**src/rtl/spim_pkg.sv**
```systemverilog
package spim_pkg;

  localparam logic [2:0] REG_CTRL = 3'd0;
  localparam logic [2:0] REG_STAT = 3'd1;
  localparam logic [2:0] REG_CLR  = 3'd2;
  localparam logic [2:0] REG_DATA = 3'd3;
  localparam logic [2:0] REG_BAUD = 3'd4;

  localparam int CTRL_W    = 10;
  localparam int ST_RXFULL = 0;
  localparam int ST_TXSPC  = 1;
  localparam int ST_RXEMP  = 2;
  localparam int ST_OVF    = 6;
  localparam int ST_BUSY   = 7;

  typedef struct packed {
    logic [1:0] rx_lvl;
    logic [1:0] tx_lvl;
    logic       queued;
    logic       late;
    logic       early_shift;
    logic       idle_high;
    logic       run;
    logic       on;
  } ctrl_t;

endpackage

```
**src/rtl/spim_fifo.sv**
```systemverilog
module spim_fifo #(
  parameter int W     = 8,
  parameter int DEPTH = 4,
  parameter int CW    = $clog2(DEPTH + 1)
) (
  input  logic          clk,
  input  logic          rst,
  input  logic          clr,
  input  logic [CW-1:0] cap,
  input  logic          push,
  input  logic [W-1:0]  din,
  input  logic          pop,
  output logic [W-1:0]  dout,
  output logic [CW-1:0] cnt
);
  localparam int AW = $clog2(DEPTH);

  logic [W-1:0]  mem [DEPTH];
  logic [AW-1:0] wp, rp;
  logic          do_push, do_pop;

  assign do_push = push && (cnt < cap);
  assign do_pop  = pop && (cnt != '0);
  assign dout    = mem[rp];

  always_ff @(posedge clk) begin
    if (do_push) mem[wp] <= din;
  end

  always_ff @(posedge clk) begin
    if (rst || clr) begin
      wp  <= '0;
      rp  <= '0;
      cnt <= '0;
    end else begin
      if (do_push) wp <= wp + 1'b1;
      if (do_pop)  rp <= rp + 1'b1;
      case ({do_push, do_pop})
        2'b10:   cnt <= cnt + 1'b1;
        2'b01:   cnt <= cnt - 1'b1;
        default: cnt <= cnt;
      endcase
    end
  end
endmodule

```
**src/rtl/spim_shifter.sv**
```systemverilog
module spim_shifter #(
  parameter int W  = 8,
  parameter int BW = 16
) (
  input  logic          clk,
  input  logic          rst,
  input  logic          en,
  input  logic          start,
  input  logic [W-1:0]  tx_byte,
  input  logic          idle_high,
  input  logic          early_shift,
  input  logic          late,
  input  logic [BW-1:0] baud,
  input  logic          sdi,
  output logic          take,
  output logic          busy,
  output logic          done,
  output logic [W-1:0]  rx_byte,
  output logic          sck,
  output logic          sdo
);
  localparam int HW = $clog2(2 * W);
  localparam logic [HW-1:0] LAST = HW'(2 * W - 1);

  logic [HW-1:0] half;
  logic [BW-1:0] cnt;
  logic [W-1:0]  sh, rsh;

  assign take = en && !busy && start;
  assign sdo  = sh[W-1];

  always_ff @(posedge clk) begin
    if (rst) begin
      busy    <= 1'b0;
      done    <= 1'b0;
      half    <= '0;
      cnt     <= '0;
      sh      <= '0;
      rsh     <= '0;
      rx_byte <= '0;
      sck     <= 1'b0;
    end else begin
      done <= 1'b0;
      if (!en) begin
        busy <= 1'b0;
        half <= '0;
        cnt  <= '0;
        sh   <= '0;
        sck  <= idle_high;
      end else if (!busy) begin
        sck <= idle_high;
        if (start) begin
          busy <= 1'b1;
          sh   <= tx_byte;
          half <= '0;
          cnt  <= '0;
          sck  <= idle_high ^ early_shift;
        end
      end else if (cnt < baud) begin
        cnt <= cnt + 1'b1;
      end else begin
        cnt <= '0;
        if (!half[0]) begin
          if (!late) rsh <= {rsh[W-2:0], sdi};
          half <= half + 1'b1;
          sck  <= ~(idle_high ^ early_shift);
        end else begin
          if (late) rsh <= {rsh[W-2:0], sdi};
          if (half == LAST) begin
            busy    <= 1'b0;
            done    <= 1'b1;
            rx_byte <= late ? {rsh[W-2:0], sdi} : rsh;
            sh      <= '0;
            half    <= '0;
            sck     <= idle_high;
          end else begin
            half <= half + 1'b1;
            sh   <= {sh[W-2:0], 1'b0};
            sck  <= idle_high ^ early_shift;
          end
        end
      end
    end
  end
endmodule

```
**src/rtl/spim_top.sv**
```systemverilog
module spim_top
  import spim_pkg::*;
#(
  parameter int FIFO_DEPTH = 4,
  parameter int WORD_W     = 8,
  parameter int BAUD_W     = 16,
  parameter int BUS_W      = 32,
  parameter int ADDR_W     = 3
) (
  input  logic              clk,
  input  logic              rst,
  input  logic              bus_wr,
  input  logic              bus_rd,
  input  logic [ADDR_W-1:0] bus_addr,
  input  logic [BUS_W-1:0]  bus_wdata,
  output logic [BUS_W-1:0]  bus_rdata,
  output logic              spi_sck,
  output logic              spi_sdo,
  input  logic              spi_sdi,
  output logic              irq_tx,
  output logic              irq_rx
);
  localparam int CNT_W = $clog2(FIFO_DEPTH + 1);
  localparam logic [CNT_W-1:0] FULL_CAP = CNT_W'(FIFO_DEPTH);
  localparam logic [CNT_W-1:0] HALF_CAP = CNT_W'(FIFO_DEPTH / 2);

  ctrl_t             ctrl_q;
  logic [BAUD_W-1:0] baud_q;
  logic              ovf_q;
  logic [CNT_W-1:0]  cap, half_lvl, tx_cnt, rx_cnt;
  logic [WORD_W-1:0] tx_dout, rx_dout, rx_byte;
  logic              ctl_on, ctl_idle_high;
  logic              hit_ctrl, hit_data, hit_clr, hit_baud;
  logic              tx_push, tx_pop, rx_push, rx_pop;
  logic              eng_busy, eng_done;
  logic              rx_full, rx_empty, tx_space, clr_hit;
  logic [BUS_W-1:0]  stat_w;
  logic              unused_bits;

  assign ctl_on        = ctrl_q.on;
  assign ctl_idle_high = ctrl_q.idle_high;
  assign cap           = ctrl_q.queued ? FULL_CAP : CNT_W'(1);
  assign half_lvl      = ctrl_q.queued ? HALF_CAP : CNT_W'(1);
  assign unused_bits   = ^bus_wdata[BUS_W-1:CTRL_W];

  assign hit_ctrl = bus_wr && (bus_addr == REG_CTRL);
  assign hit_data = bus_wr && (bus_addr == REG_DATA);
  assign hit_clr  = bus_wr && (bus_addr == REG_CLR);
  assign hit_baud = bus_wr && (bus_addr == REG_BAUD);
  assign clr_hit  = hit_clr && bus_wdata[ST_OVF];

  assign tx_push  = hit_data && ctl_on;
  assign rx_pop   = bus_rd && (bus_addr == REG_DATA);
  assign rx_full  = (rx_cnt >= cap);
  assign rx_empty = (rx_cnt == '0);
  assign tx_space = (tx_cnt < cap);
  assign rx_push  = eng_done && !rx_full;

  always_comb begin
    stat_w            = '0;
    stat_w[ST_RXFULL] = rx_full;
    stat_w[ST_TXSPC]  = tx_space;
    stat_w[ST_RXEMP]  = rx_empty;
    stat_w[ST_OVF]    = ovf_q;
    stat_w[ST_BUSY]   = eng_busy;
  end

  spim_fifo #(.W(WORD_W), .DEPTH(FIFO_DEPTH), .CW(CNT_W)) u_txq (
    .clk(clk), .rst(rst), .clr(!ctl_on), .cap(cap),
    .push(tx_push), .din(bus_wdata[WORD_W-1:0]),
    .pop(tx_pop), .dout(tx_dout), .cnt(tx_cnt)
  );

  spim_fifo #(.W(WORD_W), .DEPTH(FIFO_DEPTH), .CW(CNT_W)) u_rxq (
    .clk(clk), .rst(rst), .clr(!ctl_on), .cap(cap),
    .push(rx_push), .din(rx_byte),
    .pop(rx_pop), .dout(rx_dout), .cnt(rx_cnt)
  );

  spim_shifter #(.W(WORD_W), .BW(BAUD_W)) u_eng (
    .clk(clk), .rst(rst), .en(ctl_on),
    .start(ctrl_q.run && (tx_cnt != '0)), .tx_byte(tx_dout),
    .idle_high(ctrl_q.idle_high), .early_shift(ctrl_q.early_shift),
    .late(ctrl_q.late), .baud(baud_q), .sdi(spi_sdi),
    .take(tx_pop), .busy(eng_busy), .done(eng_done), .rx_byte(rx_byte),
    .sck(spi_sck), .sdo(spi_sdo)
  );

  always_ff @(posedge clk) begin
    if (rst) begin
      ctrl_q    <= '0;
      baud_q    <= '0;
      ovf_q     <= 1'b0;
      bus_rdata <= '0;
      irq_tx    <= 1'b0;
      irq_rx    <= 1'b0;
    end else begin
      if (hit_ctrl) ctrl_q <= ctrl_t'(bus_wdata[CTRL_W-1:0]);
      if (hit_baud) baud_q <= bus_wdata[BAUD_W-1:0];

      if (eng_done && rx_full) ovf_q <= 1'b1;
      else if (clr_hit)        ovf_q <= 1'b0;

      if (bus_rd) begin
        case (bus_addr)
          REG_CTRL: bus_rdata <= BUS_W'(ctrl_q);
          REG_STAT: bus_rdata <= stat_w;
          REG_DATA: bus_rdata <= rx_empty ? '0 : BUS_W'(rx_dout);
          REG_BAUD: bus_rdata <= BUS_W'(baud_q);
          default:  bus_rdata <= '0;
        endcase
      end

      case (ctrl_q.tx_lvl)
        2'd0:    irq_tx <= ctl_on && (tx_cnt == '0);
        2'd1:    irq_tx <= ctl_on && tx_space;
        2'd2:    irq_tx <= ctl_on && (tx_cnt <= half_lvl);
        default: irq_tx <= 1'b0;
      endcase
      case (ctrl_q.rx_lvl)
        2'd0:    irq_rx <= ctl_on && !rx_empty;
        2'd1:    irq_rx <= ctl_on && (rx_cnt >= half_lvl);
        2'd2:    irq_rx <= ctl_on && rx_full;
        default: irq_rx <= 1'b0;
      endcase
    end
  end
endmodule

```
**config.mk**
```make
export PLATFORM = sky130hd
export DESIGN_NAME = spim_top
export DESIGN_NICKNAME = d
export VERILOG_FILES = /design/src/rtl/spim_pkg.sv /design/src/rtl/spim_fifo.sv /design/src/rtl/spim_shifter.sv /design/src/rtl/spim_top.sv
export SDC_FILE = /design/constraint.sdc
export NUM_CORES = 1
export LEC_CHECK = 0
export BUFFER_PORTS_ARGS = -buffer_cell sky130_fd_sc_hd__buf_4
export CORE_UTILIZATION = 24
export CTS_CLUSTER_SIZE = 24
export DETAILED_ROUTE_END_ITERATION = 12
export PLACE_DENSITY_LB_ADDON = 0.3
export SYNTH_ARGS = -nofsm -noshare
export SYNTH_HDL_FRONTEND = slang
export SYNTH_SLANG_ARGS = --single-unit
```
**constraint.sdc**
```tcl
create_clock -name clk -period 2.78 [get_ports clk]
set_clock_uncertainty 0.15 [all_clocks]
set_input_delay 0.139 -clock clk [delete_from_list [all_inputs] [get_ports clk]]
set_output_delay 0.139 -clock clk [all_outputs]
set_load 0.02 [all_outputs]
```
==> results.toml, run 1 <==
[outcome]
outcome = "complete, no violations"

[setup_path]
reg2reg_from = "baud_q[15]"
timing.critical_path.to = "u_eng.rsh[7]"
critPathCaptureType = "flop"
r2r_cells = 9
critical_path_required_ns = 2.93
worst-setup-path-type = "reg -> reg"
critical_path_cell_count = 9
critical_path_at_ns = 2.82
max_stage_delay_ns = 0.49
critical-path-slowest-cell = "sky130_fd_sc_hd__or4_4"
cp_num_buf_inv = 2
timing.critical_path.max_delay_family = "simple AND/OR/NAND/NOR gates"
timing.rr.end = "u_eng.rsh[7]"
reg2reg_setup_slack_ns = 0.11
crit_fanout = 8
worst_setup_path_startpoint = "baud_q[15]"
critPathLaunchType = "flop"
cp_cell_sequence = "inv_1, ha_1, nand4_1, or3_4, or4_4, a31oi_4, buf_12, mux2i_1, nor2_1"

[cells_and_area]
syn2layout_area_growth_pct = 24.1
postLayoutCellArea_mm2 = 0.00994
post_layout_nonfiller_instances = 1322
final_layout_size_suffix_gt1_share_pct = 18.4
final_util_pct = 30.4
net_count_of_the_finished_layout = 948
number_of_antenna_cells_inserted = 0
nFillCells = 3422

[sta]
fin_worst_hold_slack_ns = 0.0259
final.period_utilization_pct = 96.0
fmax_mhz = 375
final.min_clock_period_ns = 2.67
transition_time_of_the_tightest_slew_check_pin_ns = 0.791
grt_setup_unrepaired = "yes"
timing.final.setup_violations = 0
report.final.slew_viol_count = 0
report.final.hold_viol_count = 0
tns_ns = 0
timing.max_slew.rel_slack_pct = 45.9

[drt]
drtPass1Iterations = 5
vias = 5788
avgViaCountPerCell = 4.38
drt_wl_total_um = 19200
drcViolationCount = 0
antenna_left = 0
iteration_0_drc_markers = 310
wl_per_cell_um = 14.5

[logic_synthesis]
synth.mux.area_fraction_pct = 7.50
postSynthCellCount = 769
synthesized_area_fraction_occupied_by_and_or_nand_nor_cells_pct = 13.9
ys.warnings.count = 0
yosysMostFrequentCell = "sky130_fd_sc_hd__dfxtp_1"
synth_enable_flop_cells = 64
yosys.cell_types.count = 64
synth_register_bits = 174
synth_sequential_area_ratio_pct = 51.5
mean_instance_size_in_the_synthesized_netlist_um2 = 10.4
post_synth_xor_area_fraction_pct = 1.64
synth_area_mm2 = 0.00801
synth_compound_area_share_pct = 13.0
post_synth_fa_ha_maj_area_fraction_pct = 6.59
largest_family_of_logic_cells_by_synthesized_area = "simple AND/OR/NAND/NOR gates"
yosys.area.top_type = "sky130_fd_sc_hd__dfxtp_1"
netlist_top_cells_area = "sky130_fd_sc_hd__dfxtp_1, sky130_fd_sc_hd__edfxtp_1, sky130_fd_sc_hd__ha_1, sky130_fd_sc_hd__mux4_2, sky130_fd_sc_hd__a21oi_1"
yosysTopAreaCellShare_pct = 27.5
dominantRegCellSynth = "sky130_fd_sc_hd__dfxtp_1"
yosys-top-cells-count = "sky130_fd_sc_hd__dfxtp_1, sky130_fd_sc_hd__nand2_1, sky130_fd_sc_hd__nor2_1"
async_flop_share_pct = 0

[placed_design]
dpl.cell_count = 1272
port_buffers = 43
dp_hpwl_um = 13800
gpl.final_weighted_congestion = 0.727
detailed_place.area_mm2 = 0.00909

[grt]
number_of_antenna_violations_at_the_first_check_in_global_routing = 0
grt_first_pass_wirelength_um = 30300
grt.total_usage_pct = 11.7
grt_start_max_net_pins = 61
first_global_vias = 5537
global_route.overflow_total = 0

[die]
cell_row_count = 66
fp.dieArea_mm2 = 0.0341
die_width_um = 185
die_y_um = 185
starting_density_of_the_core_pct = 24.5
boundaryPins = 76
floorplan.core_area_mm2 = 0.0327

[clocking]
cts_tree = "done"
numClockSinks = 174
cts.clk_slew.worst_paths_ns = 0.08
cts-root-buf = "sky130_fd_sc_hd__clkbuf_16"
numCtsBuffers = 17
insertion_delay_ns = 0.43
clk_path_buf_depth = 2
ctsHtreeMaxLevel = 4

[power]
vdd.ir_drop.worst_uv = 346
power.density_cell_area_mw_per_mm2 = 547
p_leak_nw = 3.47

[job]
max_cap_violations = 0

[min_path]
hold_path.class = "in -> reg"
holdPathStages = 4
-- kinds of logic (layout without fill, tap and decap cells) --
| family | after synthesis | after routing |
|---|---|---|
| compound gates | 154 | 154 |
| buf+inv | 101 | 197 |
| xor+xnor | 15 | 15 |
| flops | 174 | 174 |
| simple gates | 243 | 243 |
| fa+ha+maj | 41 | 41 |
| mux | 40 | 40 |
| other cells | 1 | 16 |
-- power by group --
group / switching (mW) / total (mW) / internal, mW
Combinational: 0.144 / 0.238 / 0.0932
Sequential: 0.00831 / 2.64 / 2.64
Clock: 1.16 / 2.56 / 1.39
Total: 1.32 / 5.44 / 4.12
-- tightest hold or removal path: stages --
cell and delay, ns:
sky130_fd_sc_hd__buf_4 0.16, sky130_fd_sc_hd__nand3b_1 0.12, sky130_fd_sc_hd__a22oi_1 0.06, sky130_fd_sc_hd__nor2_1 0.08
-- per-layer routing --
metal / global-route usage [%] / wire length [um]
met5: 0 / 0
met2: 19.9 / 9530
met1: 15.0 / 8990
met4: 3.47 / 163
met3: 2.13 / 515
-- sequential cells by signal, summed over array words and instances, names as in the netlist, 2 cells and up, named ones only --
register and cells:
u_rxq.mem 32, u_txq.mem 32, baud_q 16, bus_rdata 16, u_eng.cnt 16, ctrl_q 8, u_eng.rsh 8, u_eng.rx_byte 8
u_eng.sh 8, u_eng.half 4, u_rxq.cnt 3, u_txq.cnt 3, u_rxq.rp 2, u_rxq.wp 2, u_txq.rp 2, u_txq.wp 2
-- per-stage QoR --
step,setup slack [ns],power [mW]
3_3_place_gp,0.0534,2.91
3_5_place_dp,0.0248,2.91
2_1_floorplan,0.0449,2.84
5_1_grt,-0.0138,5.63
4_1_cts,0.00322,5.51
6_report,0.110,5.44
-- cell type report --
class	instances	area (um2)	share of cell area, %
flip-flops and latches	174	4130	41.5
clock inverters	15	214	2.15
multi-input cells	509	3500	35.2
repair buffers	116	941	9.47
inverters	49	184	1.85
clock buffers	17	425	4.28
well taps	442	553	5.56
-- cell usage in the layout (no fill, tap or decap), drive strengths merged, types with 16 or more instances in the layout --
cell	count
a211oi	16
a21oi	68
buf	98
clkbuf	17
conb	16
dfxtp	110
dlygate4sd3	18
edfxtp	64
ha	39
inv	56
mux2i	24
mux4	16
nand2	89
nand3	21
nor2	69
o21ai	18
-- worst min path at each step --
| stage | slack (ns) | endpoint | startpoint |
|---|---|---|---|
| final | 0.03 | ovf_q | bus_addr[0] |
| after global placement | 0.24 | u_txq.mem[1][0] | bus_wdata[0] |
| after floorplan | 0.09 | u_txq.mem[0][0] | bus_wdata[0] |
| after detailed placement | 0.24 | u_txq.mem[0][0] | bus_wdata[0] |
| after global routing | 0.02 | ovf_q | bus_addr[0] |
| after CTS | 0.002 | ovf_q | bus_addr[0] |
-- timing repair --
action / in CTS / in global routing
endpoints found under the hold margin: 67 / 0
endpoints found under the setup margin: 0 / 43
gates resized for setup: 0 / 7
hold buffers: 18 / 0
buffers inserted: 0 / 0
Power figures use the tool's default switching activity.
==> run 2: changes to the inputs <==
--- a/config.mk
+++ b/config.mk
@@ -6,6 +6,7 @@
 export NUM_CORES = 1
 export LEC_CHECK = 0
 export BUFFER_PORTS_ARGS = -buffer_cell sky130_fd_sc_hd__buf_4
+export CORE_ASPECT_RATIO = 1.5
 export CORE_UTILIZATION = 24
 export CTS_CLUSTER_SIZE = 24
 export DETAILED_ROUTE_END_ITERATION = 12
==> constraint.sdc (replaced) <==
create_clock -name clk -period 2.78 [get_ports clk]
set_clock_uncertainty 0.15 [all_clocks]
set_input_delay 0.834 -clock clk [delete_from_list [all_inputs] [get_ports clk]]
set_output_delay 0.834 -clock clk [all_outputs]
set_load 0.02 [all_outputs]
==> results.toml, run 2 (same netlist as run 1, synthesis figures left out) <==
[die]
die_width_um = 151
starting_density_of_the_core_pct = 24.5
fp.dieArea_mm2 = 0.0341
floorplan.core_area_mm2 = 0.0327
cell_row_count = 81
die_y_um = 226
boundaryPins = 76

[sta]
timing.max_slew.rel_slack_pct = 43.1
postLayoutSetupSlackWorst_ns = 0.129
final.min_clock_period_ns = 2.65
report.final.hold_viol_count = 0
transition_time_of_the_tightest_slew_check_pin_ns = 0.844
final.period_utilization_pct = 95.4
report.final.slew_viol_count = 0
fin_worst_hold_slack_ns = 0.305
timing.final.setup_violations = 0
tns_ns = 0
fmax_mhz = 377

[setup_path]
crit_fanout = 2
critPathLaunchType = "flop"
critPathMostFrequentCell = "sky130_fd_sc_hd__inv_1"
worst-setup-path-type = "reg -> reg"
critical_path_at_ns = 2.87
critical_path_required_ns = 3.00
cp_num_buf_inv = 3
critical-path-slowest-cell = "sky130_fd_sc_hd__or3b_2"
critPathCaptureType = "flop"
cp_cell_sequence = "inv_1, ha_1, or3b_2, a21oi_2, and2_1, inv_1, ha_4, inv_2, fa_2, xor2_1, or3_1, a21oi_1"
timing.critical_path.max_delay_family = "simple AND/OR/NAND/NOR gates"
max_stage_delay_ns = 0.47

[drt]
drcViolationCount = 0
antenna_left = 0
vias = 5804
wl_per_cell_um = 15.3
iteration_0_drc_markers = 329
drt_wl_total_um = 19800
drtPass1Iterations = 4
avgViaCountPerCell = 4.47

[cells_and_area]
final_layout_size_suffix_gt1_share_pct = 23.0
syn2layout_area_growth_pct = 24.3
net_count_of_the_finished_layout = 950
postLayoutCellArea_mm2 = 0.00996
most_frequent_cells_in_the_layout = "sky130_fd_sc_hd__buf_4, sky130_fd_sc_hd__dfxtp_1, sky130_fd_sc_hd__nand2_1, sky130_fd_sc_hd__nor2_1, sky130_fd_sc_hd__a21oi_1"
biggestRegsByFlops = "u_rxq.mem x32, u_txq.mem x32"
post_layout_nonfiller_instances = 1297
number_of_antenna_cells_inserted = 0
mostFrequentLayoutCell = "sky130_fd_sc_hd__buf_4"
final_util_pct = 30.4

[grt]
grt_first_pass_wirelength_um = 30800
number_of_antenna_violations_at_the_first_check_in_global_routing = 0
grt.total_usage_pct = 12.1
grt_start_max_net_pins = 42
first_global_vias = 5691
global_route.overflow_total = 0

[clocking]
insertion_delay_ns = 0.44
numCtsBuffers = 17
cts_tree = "done"
ctsHtreeMaxLevel = 4
cts-root-buf = "sky130_fd_sc_hd__clkbuf_16"
cts.clk_slew.worst_paths_ns = 0.06
clk_path_buf_depth = 2
numClockSinks = 174

[placed_design]
detailed_place.area_mm2 = 0.00927
dpl.cell_count = 1264
place_ws_ns = -0.127
gpl.final_weighted_congestion = 0.741
port_buffers = 43
dp_hpwl_um = 15000

[job]
max_cap_violations = 0

[power]
power_mw = 5.18
vdd.ir_drop.worst_uv = 433
power.density_cell_area_mw_per_mm2 = 520
p_leak_nw = 3.48

[min_path]
hold_path.class = "reg -> reg"

[outcome]
outcome = "complete, no violations"
-- run 2: cell types whose count changed in the layout (fill, tap and decap cells not counted), sizes merged --
cell,delta
buf,+20
dlygate4sd3,-18
inv,-3
clkinv,+2
clkinvlp,+2
bufinv,-1
-- run 2: power breakdown --
part	switching [mW]	internal, mW
sequential	0.0102	2.64
clock	1.05	1.24
combinational	0.148	0.0934
total	1.21	3.97
-- run 2: tightest hold or removal path, stage by stage, from the launching register on --
cell and delay, ns:
sky130_fd_sc_hd__dfxtp_1 0.31, sky130_fd_sc_hd__inv_1 0.05, sky130_fd_sc_hd__a211oi_1 0.05
-- run 2: path summary, 6_finish.rpt --
path / from / to / slack (ns) / cells after the start
setup / recovery: ctrl_q[5] / u_rxq.cnt[2] / 0.13 / 12
hold reg to reg: u_eng.sh[5] / u_eng.sh[5] / 0.31 / 2
hold / removal: u_eng.sh[5] / u_eng.sh[5] / 0.31 / 2
setup reg to reg: ctrl_q[5] / u_rxq.cnt[2] / 0.13 / 12
-- run 2: routing by layer --
metal / vias to the layer above / routed length, um / GRT usage [%]
met5: - / 0 / 0
met4: 0 / 536 / 5.84
met3: 22 / 420 / 2.22
met2: 79 / 10600 / 22.1
met1: 2788 / 8250 / 13.3
li1: 2915 / - / -
-- run 2: final cells by class --
type,instances,area [um2]
clock buffer,17,425
clock inverter,15,134
fill,3338,22800
inverter,49,186
multi-input combinational,509,3610
sequential,174,4130
tap,415,519
timing repair buffer,118,948
-- run 2: what timing repair did --
item	in CTS	in global routing
pin swaps	0	9
gates cloned	0	0
buffers inserted	0	2
gates resized for setup	2	21
hold buffers	0	0
endpoints found under the setup margin	11	4
==> run 3: changes to the inputs <==
--- a/config.mk
+++ b/config.mk
@@ -8,8 +8,10 @@
 export BUFFER_PORTS_ARGS = -buffer_cell sky130_fd_sc_hd__buf_4
 export CORE_ASPECT_RATIO = 1.5
 export CORE_UTILIZATION = 24
+export CTS_BUF_LIST = sky130_fd_sc_hd__clkbuf_8
 export CTS_CLUSTER_SIZE = 24
 export DETAILED_ROUTE_END_ITERATION = 12
+export MAX_ROUTING_LAYER = met4
 export PLACE_DENSITY_LB_ADDON = 0.3
 export SYNTH_ARGS = -nofsm -noshare
 export SYNTH_HDL_FRONTEND = slang
==> results.toml, run 3 (same netlist as run 1, synthesis figures left out) <==
[grt]
first_global_vias = 5686
grt_first_pass_wirelength_um = 30800
number_of_antenna_violations_at_the_first_check_in_global_routing = 0
grt_start_max_net_pins = 42
grt.total_usage_pct = 12.5
global_route.overflow_total = 0

[setup_path]
reg2reg_setup_slack_ns = 0.13
critical_path_cell_count = 8
timing.rr.end = "u_eng.rsh[4]"
cp_num_buf_inv = 1
timing.critical_path.max_delay_family = "simple AND/OR/NAND/NOR gates"
reg2reg_from = "u_eng.cnt[9]"
worst-setup-path-type = "reg -> reg"
r2r_cells = 8
critical-path-slowest-cell = "sky130_fd_sc_hd__or4_4"
timing.critical_path.to = "u_eng.rsh[4]"
critical_path_required_ns = 3.00
worst_setup_path_startpoint = "u_eng.cnt[9]"
critical_path_at_ns = 2.86
max_stage_delay_ns = 0.49
cp_cell_sequence = "ha_4, nand4_1, or3_4, or4_4, a31oi_4, buf_12, mux2i_1, nor2_1"
crit_fanout = 8
critPathCaptureType = "flop"
critPathLaunchType = "flop"

[drt]
drcViolationCount = 0
drt_wl_total_um = 19800
wl_per_cell_um = 15.3
drtPass1Iterations = 7
antenna_left = 0
avgViaCountPerCell = 4.47
iteration_0_drc_markers = 312
vias = 5807

[cells_and_area]
mostFrequentLayoutCell = "sky130_fd_sc_hd__buf_4"
number_of_antenna_cells_inserted = 0
biggestRegsByFlops = "u_rxq.mem x32, u_txq.mem x32"
net_count_of_the_finished_layout = 952
most_frequent_cells_in_the_layout = "sky130_fd_sc_hd__buf_4, sky130_fd_sc_hd__dfxtp_1, sky130_fd_sc_hd__nand2_1, sky130_fd_sc_hd__nor2_1, sky130_fd_sc_hd__a21oi_1"
final_util_pct = 29.9
final_layout_size_suffix_gt1_share_pct = 23.4
syn2layout_area_growth_pct = 22.2

[die]
cell_row_count = 81
boundaryPins = 76
starting_density_of_the_core_pct = 24.5
fp.dieArea_mm2 = 0.0341
floorplan.core_area_mm2 = 0.0327
die_width_um = 151
die_y_um = 226

[sta]
final.min_clock_period_ns = 2.65
timing.max_slew.rel_slack_pct = 43.0
grt_setup_unrepaired = "no"
report.final.hold_viol_count = 0
timing.final.setup_violations = 0
final.period_utilization_pct = 95.2
report.final.slew_viol_count = 0
fmax_mhz = 378
postLayoutSetupSlackWorst_ns = 0.132
transition_time_of_the_tightest_slew_check_pin_ns = 0.845

[clocking]
ctsHtreeMaxLevel = 4
cts_tree = "done"
numCtsBuffers = 17
cts-root-buf = "sky130_fd_sc_hd__clkbuf_8"
cts-hold-fix-buffers = 0
cts.clk_slew.worst_paths_ns = 0.09
insertion_delay_ns = 0.50
numClockSinks = 174
clk_path_buf_depth = 2

[outcome]
outcome = "complete, no violations"

[placed_design]
place_ws_ns = -0.127
port_buffers = 43
dp_hpwl_um = 15000
gpl.final_weighted_congestion = 0.751

[power]
vdd.ir_drop.worst_uv = 277
net-switching-power_mw = 1.15
power.share.sequential_pct = 57.6
intPower_mw = 3.45
p_leak_nw = 3.41
swShare_pct = 24.9
clockPowerShare_pct = 37.1
p_comb_share_pct = 5.3
power.density_cell_area_mw_per_mm2 = 469

[job]
max_cap_violations = 0

[min_path]
hold_path.class = "reg -> reg"
[run 3: changes by cell type in the layout (fill, tap and decap cells not counted), sizes merged]
cell and change:
buf +2
[run 3: area by class of cell]
class	instances	area, um2
multi-input combinational	509	3610
inverter	49	186
clock buffer	17	234
tap	415	519
clock inverter	15	134
sequential	174	4140
fill	3375	23000
timing repair buffer	120	963
[run 3: stage by stage]
| stage | total power, mW | hold slack, ns | TNS, ns | cells | area [um2] |
|---|---|---|---|---|---|
| after floorplan | 2.84 | 0.283 | -0.185 | 784 | 8130 |
| after global placement | 2.93 | 0.296 | -0.123 | 1264 | 9270 |
| after detailed placement | 2.93 | 0.295 | -0.182 | 1264 | 9270 |
| after CTS | 4.64 | 0.311 | 0 | 1296 | 9640 |
| after global routing | 4.75 | 0.321 | 0 | 1299 | 9780 |
| final | 4.59 | 0.308 | 0 | 1299 | 9780 |
[run 3: metal layers]
layer	vias up	part of all wire [%]	global-route usage, %
met4	0	2.2	5.35
met3	25	2.5	2.14
met1	2777	41	13.4
li1	2916	-	-
met2	89	54	22.4
met5	-	0	-
[run 3: power groups by stage]
stage | combinational (mW) | clock, mW | sequential (mW)
detailed placement | 0.226 | 0 | 2.70
finish | 0.242 | 1.70 | 2.65
global route | 0.266 | 1.84 | 2.65
CTS | 0.230 | 1.76 | 2.65
floorplan | 0.142 | 0 | 2.70
global placement | 0.225 | 0 | 2.70
[run 3: worst min-delay path, stage by stage (launching register included)]
cell and delay [ns]:
sky130_fd_sc_hd__dfxtp_1 0.31, sky130_fd_sc_hd__inv_1 0.05, sky130_fd_sc_hd__a211oi_1 0.05
[run 3: worst min path at each step]
| stage | startpoint | to | slack [ns] | cells after the start |
|---|---|---|---|---|
| final | u_eng.sh[5] | u_eng.sh[5] | 0.31 | 2 |
| after global routing | u_eng.sh[5] | u_eng.sh[5] | 0.32 | 2 |
| after CTS | u_eng.sh[5] | u_eng.sh[5] | 0.31 | 2 |
| after detailed placement | u_eng.sh[5] | u_eng.sh[5] | 0.29 | 2 |
| after global placement | u_eng.sh[5] | u_eng.sh[5] | 0.30 | 2 |
| after floorplan | u_eng.sh[5] | u_eng.sh[5] | 0.28 | 2 |
[run 3: timing repair]
item                                    4_1_cts  5_1_grt
resized for setup                             2       24
buffers inserted                              0        4
pin swaps                                     0       10
hold endpoints to repair                      0        0
endpoints found under the setup margin       11        6
